--- src/rtl/asrx_pkg.sv ---
package asrx_pkg;
   typedef enum logic [2:0] {
      FMT_LSB16 = 3'd0,
      FMT_LSB20 = 3'd1,
      FMT_MSB24 = 3'd2,
      FMT_I2S   = 3'd3,
      FMT_LSB24 = 3'd4,
      FMT_TEST  = 3'd5,
      FMT_RSV6  = 3'd6,
      FMT_RSV7  = 3'd7
   } fmt_e;

   localparam int SLOT_W = 24;
endpackage

--- src/rtl/asrx_line_sync.sv ---
module asrx_line_sync #(
   parameter int STAGES = 2
) (
   input  logic clk,
   input  logic rst_n,
   input  logic line_in,
   output logic level
);
   if (STAGES < 2) begin : g_bad_stages
      $error("asrx_line_sync: STAGES must be at least 2");
   end

   logic [STAGES-1:0] chain;

   always_ff @(posedge clk or negedge rst_n) begin
      if (!rst_n) chain <= '0;
      else        chain <= {chain[STAGES-2:0], line_in};
   end

   assign level = chain[STAGES-1];
endmodule

--- src/rtl/asrx_word_align.sv ---
module asrx_word_align
   import asrx_pkg::*;
#(
   parameter int DATA_W = 24
) (
   input  fmt_e              fmt,
   input  logic [SLOT_W-1:0] slot,
   output logic [DATA_W-1:0] word
);
   localparam int PAD = DATA_W - SLOT_W;

   if (PAD < 0) begin : g_bad_width
      $error("asrx_word_align: DATA_W must be at least SLOT_W");
   end

   logic [SLOT_W-1:0] ext;

   always_comb begin
      case (fmt)
         FMT_LSB16: ext = {{(SLOT_W-16){slot[15]}}, slot[15:0]};
         FMT_LSB20: ext = {{(SLOT_W-20){slot[19]}}, slot[19:0]};
         default:   ext = slot;
      endcase
   end

   if (PAD == 0) begin : g_exact
      assign word = ext;
   end else begin : g_padded
      logic right_aligned;
      assign right_aligned = (fmt == FMT_LSB16) || (fmt == FMT_LSB20) || (fmt == FMT_LSB24);
      assign word = right_aligned ? {{PAD{ext[SLOT_W-1]}}, ext} : {ext, {PAD{1'b0}}};
   end
endmodule

--- src/rtl/audio_serial_rx.sv ---
module audio_serial_rx
   import asrx_pkg::*;
#(
   parameter int DATA_W      = 24,
   parameter int SYNC_STAGES = 2,
   parameter int CNT_W       = 6
) (
   input  logic              clk,
   input  logic              rst_n,
   input  logic              bit_clk,
   input  logic              frame_clk,
   input  logic              ser_data,
   input  logic [2:0]        fmt_sel,
   output logic [DATA_W-1:0] left_word,
   output logic [DATA_W-1:0] right_word,
   output logic              word_valid,
   output logic              test_mode
);
   localparam logic [CNT_W-1:0] IDX_SAT  = {CNT_W{1'b1}};
   localparam logic [CNT_W-1:0] IDX_SLOT = CNT_W'(SLOT_W);

   if (CNT_W < 5) begin : g_bad_cnt
      $error("audio_serial_rx: CNT_W must reach index 25");
   end
   if (DATA_W < SLOT_W) begin : g_bad_data
      $error("audio_serial_rx: DATA_W must be at least 24");
   end

   // ---------------- line synchronisers ----------------
   logic [2:0] raw_lines, sync_lines;
   assign raw_lines = {ser_data, frame_clk, bit_clk};

   for (genvar i = 0; i < 3; i++) begin : g_sync
      asrx_line_sync #(.STAGES(SYNC_STAGES)) u_sync (
         .clk    (clk),
         .rst_n  (rst_n),
         .line_in(raw_lines[i]),
         .level  (sync_lines[i])
      );
   end

   logic bck_lvl, lr_lvl, sd_lvl;
   assign bck_lvl = sync_lines[0];
   assign lr_lvl  = sync_lines[1];
   assign sd_lvl  = sync_lines[2];

   // ---------------- state ----------------
   fmt_e              fmt_q;
   logic              bck_last, lr_last, primed, armed, have_left;
   logic [CNT_W-1:0]  slot_idx;
   logic [SLOT_W-1:0] shreg;
   logic [DATA_W-1:0] left_hold;

   logic              tick, boundary, shift_en, ended_left, supported;
   logic [CNT_W-1:0]  idx_now;
   logic [DATA_W-1:0] aligned;

   assign tick     = bck_lvl & ~bck_last;
   assign boundary = tick & primed & (lr_lvl != lr_last);

   always_comb begin
      if (boundary)                idx_now = '0;
      else if (slot_idx == IDX_SAT) idx_now = slot_idx;
      else                          idx_now = slot_idx + 1'b1;
   end

   always_comb begin
      case (fmt_q)
         FMT_MSB24: shift_en = (idx_now < IDX_SLOT);
         FMT_I2S:   shift_en = (idx_now != '0) && (idx_now <= IDX_SLOT);
         default:   shift_en = 1'b1;
      endcase
   end

   assign ended_left = (fmt_q == FMT_I2S) ? ~lr_last : lr_last;
   assign supported  = (fmt_q <= FMT_LSB24);

   asrx_word_align #(.DATA_W(DATA_W)) u_align (
      .fmt (fmt_q),
      .slot(shreg),
      .word(aligned)
   );

   always_ff @(posedge clk or negedge rst_n) begin
      if (!rst_n) begin
         fmt_q      <= FMT_LSB16;
         test_mode  <= 1'b0;
         bck_last   <= 1'b0;
         lr_last    <= 1'b0;
         primed     <= 1'b0;
         armed      <= 1'b0;
         have_left  <= 1'b0;
         slot_idx   <= '0;
         shreg      <= '0;
         left_hold  <= '0;
         left_word  <= '0;
         right_word <= '0;
         word_valid <= 1'b0;
      end else begin
         fmt_q      <= fmt_e'(fmt_sel);
         test_mode  <= (fmt_sel > 3'd4);
         bck_last   <= bck_lvl;
         word_valid <= 1'b0;
         if (tick) begin
            primed   <= 1'b1;
            lr_last  <= lr_lvl;
            slot_idx <= idx_now;
            if (shift_en) shreg <= {shreg[SLOT_W-2:0], sd_lvl};
            if (boundary) begin
               armed <= 1'b1;
               if (armed && supported) begin
                  if (ended_left) begin
                     left_hold <= aligned;
                     have_left <= 1'b1;
                  end else if (have_left) begin
                     left_word  <= left_hold;
                     right_word <= aligned;
                     word_valid <= 1'b1;
                     have_left  <= 1'b0;
                  end
               end else begin
                  have_left <= 1'b0;
               end
            end
         end
      end
   end

   // ---------------- assertions ----------------

   valid_pulse_chk: assert property (@(posedge clk) disable iff (!rst_n)
      word_valid |=> !word_valid);


   word_hold_chk: assert property (@(posedge clk) disable iff (!rst_n)
      !word_valid |-> ($stable(left_word) && $stable(right_word)));


   test_quiet_chk: assert property (@(posedge clk) disable iff (!rst_n)
      (test_mode && $past(test_mode)) |-> !word_valid);


   sext16_chk: assert property (@(posedge clk) disable iff (!rst_n)
      (word_valid && $past(fmt_q) == FMT_LSB16) |->
         ((left_word[DATA_W-1:15] == '0) || (left_word[DATA_W-1:15] == '1)));


   armed_first_chk: assert property (@(posedge clk) disable iff (!rst_n)
      !$past(armed) |-> !word_valid);
endmodule

--- config.mk ---
export PLATFORM = sky130hd
export DESIGN_NAME = audio_serial_rx
export DESIGN_NICKNAME = d
export VERILOG_FILES = /design/src/rtl/asrx_pkg.sv /design/src/rtl/asrx_line_sync.sv /design/src/rtl/asrx_word_align.sv /design/src/rtl/audio_serial_rx.sv
export SDC_FILE = /design/constraint.sdc
export NUM_CORES = 1
export LEC_CHECK = 0
export ABC_AREA = 1
export CAP_MARGIN = 20
export CORE_ASPECT_RATIO = 0.8
export CORE_UTILIZATION = 50
export CTS_CLUSTER_DIAMETER = 100
export DETAILED_ROUTE_END_ITERATION = 10
export PLACE_DENSITY = 0.76
export SYNTH_ARGS = -nofsm -noshare
export SYNTH_HDL_FRONTEND = slang
export SYNTH_SLANG_ARGS = --single-unit
--- constraint.sdc ---
create_clock -name clk -period 1.7 [get_ports clk]
set_input_delay 0.34 -clock clk [delete_from_list [all_inputs] [get_ports clk]]
set_output_delay 0.34 -clock clk [all_outputs]
set_load 0.02 [all_outputs]
==> impl_metrics.tcl <==
set metrics [dict create \
    power_density_nw_per_um2 1410 \
    cts-root-buf "clkbuf_16" \
    detail_route.iter0.violations 306 \
    grt_pass1_vias 3465 \
    setup_viol_count_final 24 \
    drv_cap 0 \
    post-route-util_pct 68.5 \
    worst-r2r-setup-slack_ns -0.18 \
    layoutNonFillerInstCount 720 \
    final_antenna_net_count 0 \
    clock_sink_count 118 \
    numPlacedInstances 683 \
    relSlewSlack_pct 54.6 \
    failed_checks "design-rule violations, negative setup slack" \
    synth.ff_latch_count 118 \
    place_hpwl_um 6680 \
    antenna_cells_inserted 0 \
    crit_type "reg2reg" \
    clock-skew-final_ns 0.00932 \
    drtPass1Iterations 7 \
    die_w_um 112 \
    layout.cells.most_common "nand2_1" \
    largest_net_degree_at_the_start_of_global_routing 43 \
    synthAdderAreaFrac_pct 0.259 \
    drt_drc_violations_left 8 \
    num_rows 31 \
    wire_length_of_the_first_global_routing_pass_um 17100 \
    synth_area_per_cell_um2 9.39 \
    cts-root-to-sink-buffers 2 \
    reg2reg_to "shreg[20]" \
    routed_wirelength_um 10900 \
    post_synth_mux_area_share_pct 0 \
    p_sw_mw 2.66 \
    cell_count_after_synthesis 515 \
    cts_tree "yes" \
    start_util_pct 52.4 \
    path_max_fanout 6 \
    post_layout_worst_setup_margin_ns -0.182 \
    clock_insertion_delay_worst_skew_ns 0.41 \
    syn_area_um2 4840 \
    final_replace_weighted_congestion 0.813 \
    wire_per_inst_um 15.1 \
    clk_pin_slew_ns 0.05 \
    timing.final.crit_period_ns 1.88 \
    post_drt_via_cell_ratio 5.23 \
    slew_viol_final 0 \
    post-route-period-util_pct 111 \
    p_leak_nw 3.31 \
    synthSimpleGateAreaFrac_pct 24.6 \
    crit_path_start_kind "register" \
    r2r_start "slot_idx[1]" \
    groute.usage.overall_pct 22.2 \
    synthToLayoutAreaGrowth_pct 30.7 \
    max_clock_freq_mhz 531 \
    final_nets 602 \
    ir_drop_uv 1190 \
    worst_hold_path_type "in2async" \
    synth_compound_gate_area_share_pct 7.74 \
    grt_overflow 0 \
    top_level_ports 58 \
    vias 3769 \
    fp.dieArea_um2 10100 \
    p_seq_share_pct 42.1 \
    cts.htree.levels 4 \
    synth_xor_xnor_area_share_pct 0.181 \
    ff2ff_path_depth 14 \
    crit_required_ns 2.05 \
    status "complete, but fails checks" \
    mappedNetlistNets 524 \
    hold_violations 0 \
    tritoncts.num_buffers 17 \
    power_frac_comb_pct 18.5 \
    synthesis.yosys.warnings 0 \
    clock_power_share_pct 39.5 \
    power.switching_fraction_pct 29.8 \
    rsz0062_at_grt "true" \
    final_layout_size_suffix_gt1_share_pct 20.7 \
    antenna_found_initial 0 \
    tightestPinTransition_ns 0.679 \
    internal-power_mw 6.28 \
    placeableCoreArea_um2 9230 \
    port_buffers 57 \
    synth_top_family_by_area "simple AND/OR/NAND/NOR gates" \
    die_h_um 90.0 \
    worst-endpoint-arrival_ns 2.23 \
    most_frequent_cells_in_the_layout "146 x nand2_1, 117 x dfrtp_1, 48 x nand2_2, 47 x dlygate4sd2_1, 37 x o21ai_1" \
    crit_path_end_kind "register" \
    synth.distinct_cells 28 \
    sequential_fraction_of_the_synthesis_area_pct 61.1 \
]
-- synthesized netlist by cell type --
library cell,count,area [um^2]
a21oi_1,2,10.0
a21oi_2,1,8.76
a31oi_1,8,50.1
buf_12,2,40.0
buf_2,13,65.1
clkbuf_1,7,26.3
clkinv_1,2,7.51
dfrtp_1,118,2950
ha_1,1,12.5
inv_1,36,135
inv_2,6,22.5
nand2_1,153,574
nand2_2,44,275
nand2_4,1,11.3
nand2_8,1,20.0
nand3_1,34,170
nand3_2,3,30.0
nand3_4,1,17.5
nand4_1,1,6.26
nor2_1,17,63.8
nor2_4,1,11.3
nor3_1,1,5.00
o21a_1,1,7.51
o21ai_0,21,105
o21ai_1,37,185
o31ai_1,1,7.51
or2_2,1,6.26
xor2_1,1,8.76
-- logic make-up after synthesis --
logic type | Yosys count
fa+ha+maj | 1
buf+inv | 66
compound gates | 71
flops | 118
simple gates | 258
xor+xnor | 1
-- layout make-up --
| cell class | instances | area (um^2) |
|---|---|---|
| Sequential cell | 118 | 2950 |
| Fill cell | 682 | 2910 |
| Multi-Input combinational cell | 333 | 1700 |
| Timing Repair Buffer | 79 | 771 |
| Clock buffer | 22 | 454 |
| Inverter | 44 | 170 |
| Tap cell | 115 | 144 |
| Clock inverter | 9 | 128 |
-- layer usage --
metal  up-vias  wire length (um)  global-route usage (%)
met4         0               279                    10.8
li1       1805                 -                       -
met1      1806              4940                    30.5
met3        31               687                    8.09
met5         -                 0                       0
met2       127              4990                    31.4
-- power groups by stage --
stage / Sequential, mW / Clock, mW / Combinational (mW)
final: 3.76 / 3.53 / 1.65
after global routing: 3.82 / 3.71 / 1.83
after CTS: 3.73 / 3.57 / 1.54
after detailed placement: 3.76 / 0 / 1.57
after global placement: 3.74 / 0 / 1.52
after floorplan: 3.80 / 0 / 0.885
-- stage by stage --
step	cell area (um^2)	hold WS [ns]	worst slack, ns	total power [mW]	TNS, ns
2_1_floorplan	4840	0.0444	-0.00119	4.68	-0.0172
3_5_place_dp	5610	0.198	-0.181	5.33	-3.47
5_1_grt	6320	0.330	-0.271	9.36	-5.95
6_report	6320	0.316	-0.182	8.94	-3.77
3_3_place_gp	5610	0.200	-0.0535	5.26	-1.19
4_1_cts	6160	0.305	-0.0955	8.83	-1.76
-- flip-flops by register name (all words and copies together) (netlist names) --
| signal | cells |
|---|---|
| word_valid | 1 |
| left_hold | 24 |
| fmt_q | 3 |
| bck_last | 1 |
| test_mode | 1 |
| slot_idx | 6 |
| armed | 1 |
| shreg | 24 |
| left_word | 24 |
| g_sync.u_sync.chain | 6 |
| right_word | 24 |
| primed | 1 |
| lr_last | 1 |
| have_left | 1 |
-- worst max-delay path, stage by stage, from the launching register on --
cell	delay, ns
dfrtp_1	0.39
ha_4	0.19
nand2_4	0.07
nor2_4	0.15
nand2_4	0.08
nand2_2	0.07
nand3_2	0.09
nand2_1	0.09
inv_1	0.05
nand2_2	0.08
nand3_4	0.15
buf_12	0.19
nand2_8	0.09
nand2_2	0.07
nand2_2	0.06
-- timing repair --
action / CTS / global route
pin swaps: 0 / 1
hold buffers: 1 / 0
endpoints found under the setup margin: 71 / 60
hold endpoints to repair: 9 / 0
setup buffers: 0 / 2
cloned: 0 / 3
gates resized for setup: 50 / 30
-- worst max path at each step --
stage,start,end,slack (ns),depth (start not counted)
after detailed placement,slot_idx[1],shreg[2],-0.18,12
after global routing,slot_idx[1],shreg[15],-0.27,13
after global placement,slot_idx[1],shreg[8],-0.05,13
final,slot_idx[1],shreg[20],-0.18,14
after floorplan,slot_idx[0],shreg[16],-0.001,13
after CTS,slot_idx[1],shreg[2],-0.1,13
Power figures use the tool's default switching activity.
